## src/rtl/dual_alarm_pkg.sv

```systemverilog
package dual_alarm_pkg;

    localparam int NUM_FIELDS   = 6;
    localparam int NUM_ALARMS   = 2;
    localparam int FIELD_STRIDE = 4;

    localparam logic [7:0] OFS_ALM_A = 8'h20;
    localparam logic [7:0] OFS_ALM_B = 8'h80;
    localparam logic [7:0] OFS_STAT  = 8'h44;
    localparam logic [7:0] OFS_IEN   = 8'h48;
    localparam logic [7:0] OFS_WKEN  = 8'h7C;
    localparam logic [7:0] OFS_PWR   = 8'h98;

    localparam int IEN_LSB      = 3;
    localparam int STAT_LSB     = 6;
    localparam int WKEN_BIT     = 1;
    localparam int PWR_FUNC_BIT = 16;

    typedef enum logic {
        PWR_RUN  = 1'b0,
        PWR_DOWN = 1'b1
    } pwr_state_e;

    function automatic logic [7:0] alarm_ofs(input int k, input int f);
        logic [7:0] base;
        base = (k == 0) ? OFS_ALM_A : OFS_ALM_B;
        return base + 8'(FIELD_STRIDE * f);
    endfunction

endpackage

```

## src/rtl/alarm_cmp.sv

```systemverilog
module alarm_cmp #(
    parameter int NUM_FIELDS = 6,
    parameter int FIELD_W    = 8
) (
    input  logic [NUM_FIELDS*FIELD_W-1:0] alarm_i,
    input  logic [NUM_FIELDS*FIELD_W-1:0] live_i,
    input  logic                          tick_i,
    output logic                          match_o
);

    logic [NUM_FIELDS-1:0] field_eq;

    for (genvar f = 0; f < NUM_FIELDS; f++) begin : g_field
        assign field_eq[f] = (alarm_i[f*FIELD_W +: FIELD_W] == live_i[f*FIELD_W +: FIELD_W]);
    end

    assign match_o = tick_i & (&field_eq);

endmodule

```

## src/rtl/ext_wake_sync.sv

```systemverilog
module ext_wake_sync #(
    parameter int NUM_PINS = 4
) (
    input  logic                clk,
    input  logic                rst_n,
    input  logic [NUM_PINS-1:0] pin_i,
    input  logic [NUM_PINS-1:0] en_i,
    input  logic [NUM_PINS-1:0] pol_i,
    output logic                hit_o
);

    logic [NUM_PINS-1:0] stage1;
    logic [NUM_PINS-1:0] stage2;
    logic [NUM_PINS-1:0] active;

    for (genvar p = 0; p < NUM_PINS; p++) begin : g_pin
        always_ff @(posedge clk or negedge rst_n) begin
            if (!rst_n) begin
                stage1[p] <= 1'b0;
                stage2[p] <= 1'b0;
            end else begin
                stage1[p] <= pin_i[p];
                stage2[p] <= stage1[p];
            end
        end
        assign active[p] = en_i[p] & (stage2[p] ^ pol_i[p]);
    end

    assign hit_o = |active;

endmodule

```

## src/rtl/pwr_fsm.sv

```systemverilog
module pwr_fsm
    import dual_alarm_pkg::*;
(
    input  logic clk,
    input  logic rst_n,
    input  logic func_en_i,
    input  logic alarm_b_match_i,
    input  logic ext_hit_i,
    output logic pwr_en_o
);

    pwr_state_e state_q;
    pwr_state_e state_d;

    always_ff @(posedge clk or negedge rst_n) begin
        if (!rst_n) begin
            state_q <= PWR_RUN;
        end else begin
            state_q <= state_d;
        end
    end

    always_comb begin
        state_d = state_q;
        unique case (state_q)
            PWR_RUN: begin
                if (alarm_b_match_i && func_en_i) begin
                    state_d = PWR_DOWN;
                end
            end
            PWR_DOWN: begin
                if (ext_hit_i) begin
                    state_d = PWR_RUN;
                end
            end
            default: state_d = PWR_RUN;
        endcase
    end

    always_comb begin
        pwr_en_o = (state_q == PWR_RUN);
    end

endmodule

```

## src/rtl/dual_alarm_pwr.sv

```systemverilog
module dual_alarm_pwr
    import dual_alarm_pkg::*;
#(
    parameter int FIELD_W  = 8,
    parameter int ADDR_W   = 8,
    parameter int DATA_W   = 32,
    parameter int NUM_PINS = 4
) (
    input  logic                clk,
    input  logic                rst_n,
    input  logic                reg_we,
    input  logic [ADDR_W-1:0]   reg_addr,
    input  logic [DATA_W-1:0]   reg_wdata,
    output logic [DATA_W-1:0]   reg_rdata,
    input  logic [FIELD_W-1:0]  tm_sec,
    input  logic [FIELD_W-1:0]  tm_min,
    input  logic [FIELD_W-1:0]  tm_hour,
    input  logic [FIELD_W-1:0]  tm_day,
    input  logic [FIELD_W-1:0]  tm_mon,
    input  logic [FIELD_W-1:0]  tm_year,
    input  logic                tm_tick,
    input  logic [NUM_PINS-1:0] ext_wake,
    output logic                alarm_irq,
    output logic                wake_out,
    output logic                pwr_en_out
);

    localparam int VEC_W   = NUM_FIELDS * FIELD_W;
    localparam int POL_LSB = NUM_PINS;

    logic [FIELD_W-1:0]    alm_q [NUM_ALARMS][NUM_FIELDS];
    logic [VEC_W-1:0]      alm_flat [NUM_ALARMS];
    logic [VEC_W-1:0]      live_flat;
    logic [NUM_ALARMS-1:0] match;
    logic [NUM_ALARMS-1:0] stat_q;
    logic [NUM_ALARMS-1:0] stat_clr;
    logic [NUM_ALARMS-1:0] ien_q;
    logic                  wken_q;
    logic                  pwr_func_q;
    logic [NUM_PINS-1:0]   pin_en_q;
    logic [NUM_PINS-1:0]   pin_pol_q;
    logic                  ext_hit;
    logic                  wdata_unused;

    assign wdata_unused = ^reg_wdata;

    function automatic logic hit_addr(input logic [ADDR_W-1:0] a, input logic [7:0] ofs);
        return a == ADDR_W'(ofs);
    endfunction

    assign live_flat = {tm_year, tm_mon, tm_day, tm_hour, tm_min, tm_sec};

    // alarm field storage and comparators, one per alarm
    for (genvar k = 0; k < NUM_ALARMS; k++) begin : g_alarm
        for (genvar f = 0; f < NUM_FIELDS; f++) begin : g_fld
            always_ff @(posedge clk or negedge rst_n) begin
                if (!rst_n) begin
                    alm_q[k][f] <= '0;
                end else if (reg_we && hit_addr(reg_addr, alarm_ofs(k, f))) begin
                    alm_q[k][f] <= reg_wdata[FIELD_W-1:0];
                end
            end
            assign alm_flat[k][f*FIELD_W +: FIELD_W] = alm_q[k][f];
        end

        alarm_cmp #(
            .NUM_FIELDS (NUM_FIELDS),
            .FIELD_W    (FIELD_W)
        ) u_cmp (
            .alarm_i (alm_flat[k]),
            .live_i  (live_flat),
            .tick_i  (tm_tick),
            .match_o (match[k])
        );

        // a new match wins over a clear in the same cycle
        assign stat_clr[k] = reg_we && hit_addr(reg_addr, OFS_STAT) && reg_wdata[STAT_LSB + k];

        always_ff @(posedge clk or negedge rst_n) begin
            if (!rst_n) begin
                stat_q[k] <= 1'b0;
            end else begin
                stat_q[k] <= match[k] | (stat_q[k] & ~stat_clr[k]);
            end
        end
    end

    // control registers
    always_ff @(posedge clk or negedge rst_n) begin
        if (!rst_n) begin
            ien_q      <= '0;
            wken_q     <= 1'b0;
            pwr_func_q <= 1'b0;
            pin_en_q   <= '0;
            pin_pol_q  <= '0;
        end else if (reg_we) begin
            if (hit_addr(reg_addr, OFS_IEN)) begin
                ien_q <= reg_wdata[IEN_LSB +: NUM_ALARMS];
            end
            if (hit_addr(reg_addr, OFS_WKEN)) begin
                wken_q <= reg_wdata[WKEN_BIT];
            end
            if (hit_addr(reg_addr, OFS_PWR)) begin
                pwr_func_q <= reg_wdata[PWR_FUNC_BIT];
                pin_en_q   <= reg_wdata[NUM_PINS-1:0];
                pin_pol_q  <= reg_wdata[POL_LSB +: NUM_PINS];
            end
        end
    end

    // read mux
    always_comb begin
        reg_rdata = '0;
        for (int k = 0; k < NUM_ALARMS; k++) begin
            for (int f = 0; f < NUM_FIELDS; f++) begin
                if (hit_addr(reg_addr, alarm_ofs(k, f))) begin
                    reg_rdata[FIELD_W-1:0] = alm_q[k][f];
                end
            end
        end
        if (hit_addr(reg_addr, OFS_STAT)) begin
            reg_rdata[STAT_LSB +: NUM_ALARMS] = stat_q;
        end
        if (hit_addr(reg_addr, OFS_IEN)) begin
            reg_rdata[IEN_LSB +: NUM_ALARMS] = ien_q;
        end
        if (hit_addr(reg_addr, OFS_WKEN)) begin
            reg_rdata[WKEN_BIT] = wken_q;
        end
        if (hit_addr(reg_addr, OFS_PWR)) begin
            reg_rdata[PWR_FUNC_BIT]          = pwr_func_q;
            reg_rdata[NUM_PINS-1:0]          = pin_en_q;
            reg_rdata[POL_LSB +: NUM_PINS]   = pin_pol_q;
        end
    end

    ext_wake_sync #(
        .NUM_PINS (NUM_PINS)
    ) u_sync (
        .clk   (clk),
        .rst_n (rst_n),
        .pin_i (ext_wake),
        .en_i  (pin_en_q),
        .pol_i (pin_pol_q),
        .hit_o (ext_hit)
    );

    pwr_fsm u_fsm (
        .clk             (clk),
        .rst_n           (rst_n),
        .func_en_i       (pwr_func_q),
        .alarm_b_match_i (match[1]),
        .ext_hit_i       (ext_hit),
        .pwr_en_o        (pwr_en_out)
    );

    assign alarm_irq = |(stat_q & ien_q);
    assign wake_out  = (stat_q[0] & wken_q) | ext_hit;

endmodule

```

## config.mk

```make
export PLATFORM = sky130hd
export DESIGN_NAME = dual_alarm_pwr
export DESIGN_NICKNAME = d
export VERILOG_FILES = /design/src/rtl/dual_alarm_pkg.sv /design/src/rtl/alarm_cmp.sv /design/src/rtl/ext_wake_sync.sv /design/src/rtl/pwr_fsm.sv /design/src/rtl/dual_alarm_pwr.sv
export SDC_FILE = /design/constraint.sdc
export NUM_CORES = 1
export LEC_CHECK = 0
export ABC_AREA = 1
export CAP_MARGIN = 20
export CELL_PAD_IN_SITES_DETAIL_PLACEMENT = 1
export CELL_PAD_IN_SITES_GLOBAL_PLACEMENT = 1
export CORE_MARGIN = 1.5
export CORE_UTILIZATION = 35
export CTS_CLUSTER_DIAMETER = 30
export DETAILED_ROUTE_END_ITERATION = 8
export PLACE_DENSITY = 0.77
export SLEW_MARGIN = 20
export SYNTH_ARGS = -nofsm -noshare
export SYNTH_HDL_FRONTEND = slang
export SYNTH_SLANG_ARGS = --single-unit
```

## constraint.sdc

```tcl
create_clock -name clk -period 1.3 [get_ports clk]
set_input_delay 0.13 -clock clk [delete_from_list [all_inputs] [get_ports clk]]
set_output_delay 0.13 -clock clk [all_outputs]
set_load 0.02 [all_outputs]
```

==> metrics.md <==
| Metric | Value |
|---|---|
| R2r setup slk | `-370 ps` |
| Core area | `between 0.015 and 0.02 mm2` |
| CTS Buf Count | `17` |
| Least-Margin Pin Slew | `675 ps` |
| Layout cells sized above 1 | `34.0%` |
| Startpoint Class | `flip-flop` |
| Finished Layout Cells | `1482` |
| CTS tree | `yes` |
| Worst Hold Class | `input pin to flip-flop` |
| First-pass GRT wire length | `49.5 mm` |
| Area Growth Syn to Fin | `54.8%` |
| CP top delay family | `simple AND/OR/NAND/NOR gates` |
| Tcrit/Tclk final | `164%` |
| Final layout net count | `1300` |
| Slew Limit Fails | `0` |
| Worst hold stages | `1` |
| Worst-Skew Late Latency | `430 ps` |
| Drt pass-1 iters | `5` |
| Final Critical Period | `between 2000 and 2500 ps` |
| WL final | `roughly 33 mm` |
| Pin count of the biggest net entering global routing | `75` |
| Power, Total | `10.7 mW` |
| PnR worst setup slack | `-830 ps` |
| Total grt overflow | `0` |
| Die outline area | `0.0210 mm2` |
| Synthesized netlist cell count | `approximately 910` |
| Worst-case headroom to the max-slew limit | `55.0%` |
| LEAKAGE | `5.24 nW` |
| Clk_skew | `9.49 ps` |
| Top cells by area, synth | `dfrtp_1 42%, nand2_1 13%, o21ai_0 5.7%` |
| Reg-to-reg startpoint | `alm_flat[33]` |
| Antenna cells | `0` |
| Clk slew on worst S/H paths | `60 ps` |
| CP required | `1170 ps` |
| RSZ-0062 raised after global routing | `yes` |
| Most frequent cell after synthesis | `nand2_1` |
| CTS Root Cell | `clkbuf_16` |
| Dpl ws | `-1400 ps` |
| Number of synthesized flops with an enable pin | `0` |
| Die height | `145 um` |
| Overall Global Routing Usage | `a little under a third` |
| DRC errors left | `0` |
| Setup TNS | `-6830 ps` |
| R2r endpoint | `u_fsm.state_q` |
| Unique masters post-synth | `43` |
| Top_reg_cell synth | `dfrtp_1` |
| Maxcap violations | `0` |
| Failing checks | `setup timing` |
| Syn avg cell area | `7.74 um2` |
| Slowest cell delay on critical path | `460 ps` |
| Via count | `8004` |
| Hold Path End | `u_sync.stage1[1]` |
| Fin. Hold Viols | `0` |
| Register area share after synthesis | `42.2%` |
| IO Port Bufs | `84` |
| Antenna Nets Post-Route | `0` |
| Final setup fails | `14` |
| Starting density of the core | `35.9%` |
| Synth async-reset ratio | `100%` |
| H-tree Lvls | `4` |
| Peak supply drop | `0.000920 V` |
| Power per cell area | `between 900 and 1000 mW/mm2` |
| Crit path DAT | `2000 ps` |
| Crit-path cells | `nand3_2, nand3_2, nor2_1, nand4_1, nand2_1, nand3_1, nand2_1, nand4_1, buf_6` |
| Fmax | `470 MHz` |
| Dpl hpwl | `approximately 23 mm` |
| Number of cell rows | `between 50 and 60` |
| Critical Path End Type | `primary output` |
| Mapped Area | `between 0.007 and 0.008 mm2` |
| Hold_sp | `ext_wake[1]` |
| Yosys warns | `0` |
| FILL cells | `roughly 2400` |
| Vias/cell | `about 5.4` |
| GP Congestion | `1.00` |
| Area leader, netlist | `dfrtp_1` |
| Antenna violations before repair | `0` |
| Max clock buf depth | `2` |
| Status | `finished with violations` |
| Crit path kind | `flip-flop to primary output` |
| Yosys top cell area share | `42.2%` |
| Initial drt markers | `657` |
| WL/cell | `22.6 um` |
| Die Wd | `145 um` |
| Critical path buffers and inverters | `1` |
| Worst Path Max Fanout | `2` |
| Ports | `131` |
| R2R cell count | `8` |
| Placed cells | `1410` |
| Slowest cell on crit path | `dfrtp_2` |
| Number of global-route vias before repair | `8563` |
| Number of synthesized register bits | `about 120` |
| Sink Count | `about 120` |
| Most frequent cells after synthesis | `242 x nand2_1, 119 x dfrtp_1, 102 x inv_1, 80 x o21ai_0, 50 x nor2_1` |
==> layout by cell type, fill, tap and decap left out, types with 5 or more instances in the layout <==
master,n
buf_12,17
nor2_8,5
nand4_1,26
nand2_2,16
inv_2,15
buf_2,7
nand3_2,24
nor2_2,11
nand3_1,17
inv_1,91
conb_1,23
o22ai_1,17
a21oi_1,12
nand2_8,6
o21ai_1,34
o21ai_0,69
o21ai_2,20
nor2_1,41
nor3_1,8
nand2_1,229
a221oi_2,5
dfrtp_1,116
buf_6,21
clkdlybuf4s50_1,63
xor2_1,31
nand2_4,5
clkbuf_16,17
buf_4,182
nor2_4,9
==> worst max path at each step <==
stage / start / end / cells after the start
final: alm_flat[70] / reg_rdata[6] / 9
after global routing: alm_flat[70] / reg_rdata[6] / 9
after CTS: alm_flat[70] / reg_rdata[6] / 9
after detailed placement: reg_addr[1] / reg_rdata[6] / 15
after global placement: reg_addr[5] / reg_rdata[5] / 10
after floorplan: reg_addr[1] / reg_rdata[6] / 12
==> per-layer routing <==
metal	GRT usage, %	up-vias	routed length [um]
li1	-	3533	-
met1	39.1	3972	13500
met2	51.5	374	15900
met3	6.29	125	2320
met4	16.5	0	1770
met5	0	-	0
==> registers in the layout, indices dropped and copies added (netlist names) <==
signal	count
pin_en_q	4
u_fsm.state_q	1
u_sync.stage2	4
ien_q	2
u_sync.stage1	4
pwr_func_q	1
pin_pol_q	4
stat_q	2
wken_q	1
alm_flat	96
==> cell families after synthesis <==
| family | share of synthesized area, % |
|---|---|
| simple gates | 27.5 |
| compound gates | 15.0 |
| buf+inv | 10.7 |
| flops | 42.2 |
| xor+xnor | 4.59 |
| other cells | 0.0531 |
==> stage by stage <==
stage	cell area (um2)	utilization (%)	hold slack (ps)
after detailed placement	9530	48.5	146
final	10900	55.6	142
after floorplan	7230	-	-166
after global placement	9530	48.5	155
after CTS	10600	53.9	142
after global routing	10900	55.6	144
==> layout make-up <==
class	instances	area, um2	area share (%)
clock buffer	20	447	4.08
clock inverter	12	128	1.17
inverter	113	463	4.23
multi-input combinational	657	3890	35.6
sequential	119	2980	27.3
tap	265	332	3.03
timing repair buffer	296	2690	24.6
==> timing repair <==
action,CTS,global route
pin swaps,32,48
setup endpoints to repair,117,80
hold buffers,1,0
gates resized for setup,140,77
hold endpoints to repair,119,0
setup buffers,26,12
cloned,2,2
==> worst reg2reg max path: stages, from the launching register on <==
cell and delay (ps):
dfrtp_1 430, buf_4 170, inv_1 60, o221ai_1 140, nor3_1 310, nand4_1 160, nor2_2 200, nand3_2 90
nand2_1 60
==> power by group <==
part           switching (mW)  internal, mW  total (mW)
Sequential              0.188          3.89        4.08
Clock                    1.86          2.86        4.72
Combinational            1.04         0.844        1.89
Total                    3.09          7.59        10.7
No activity file was read; power rests on OpenSTA's default activity.
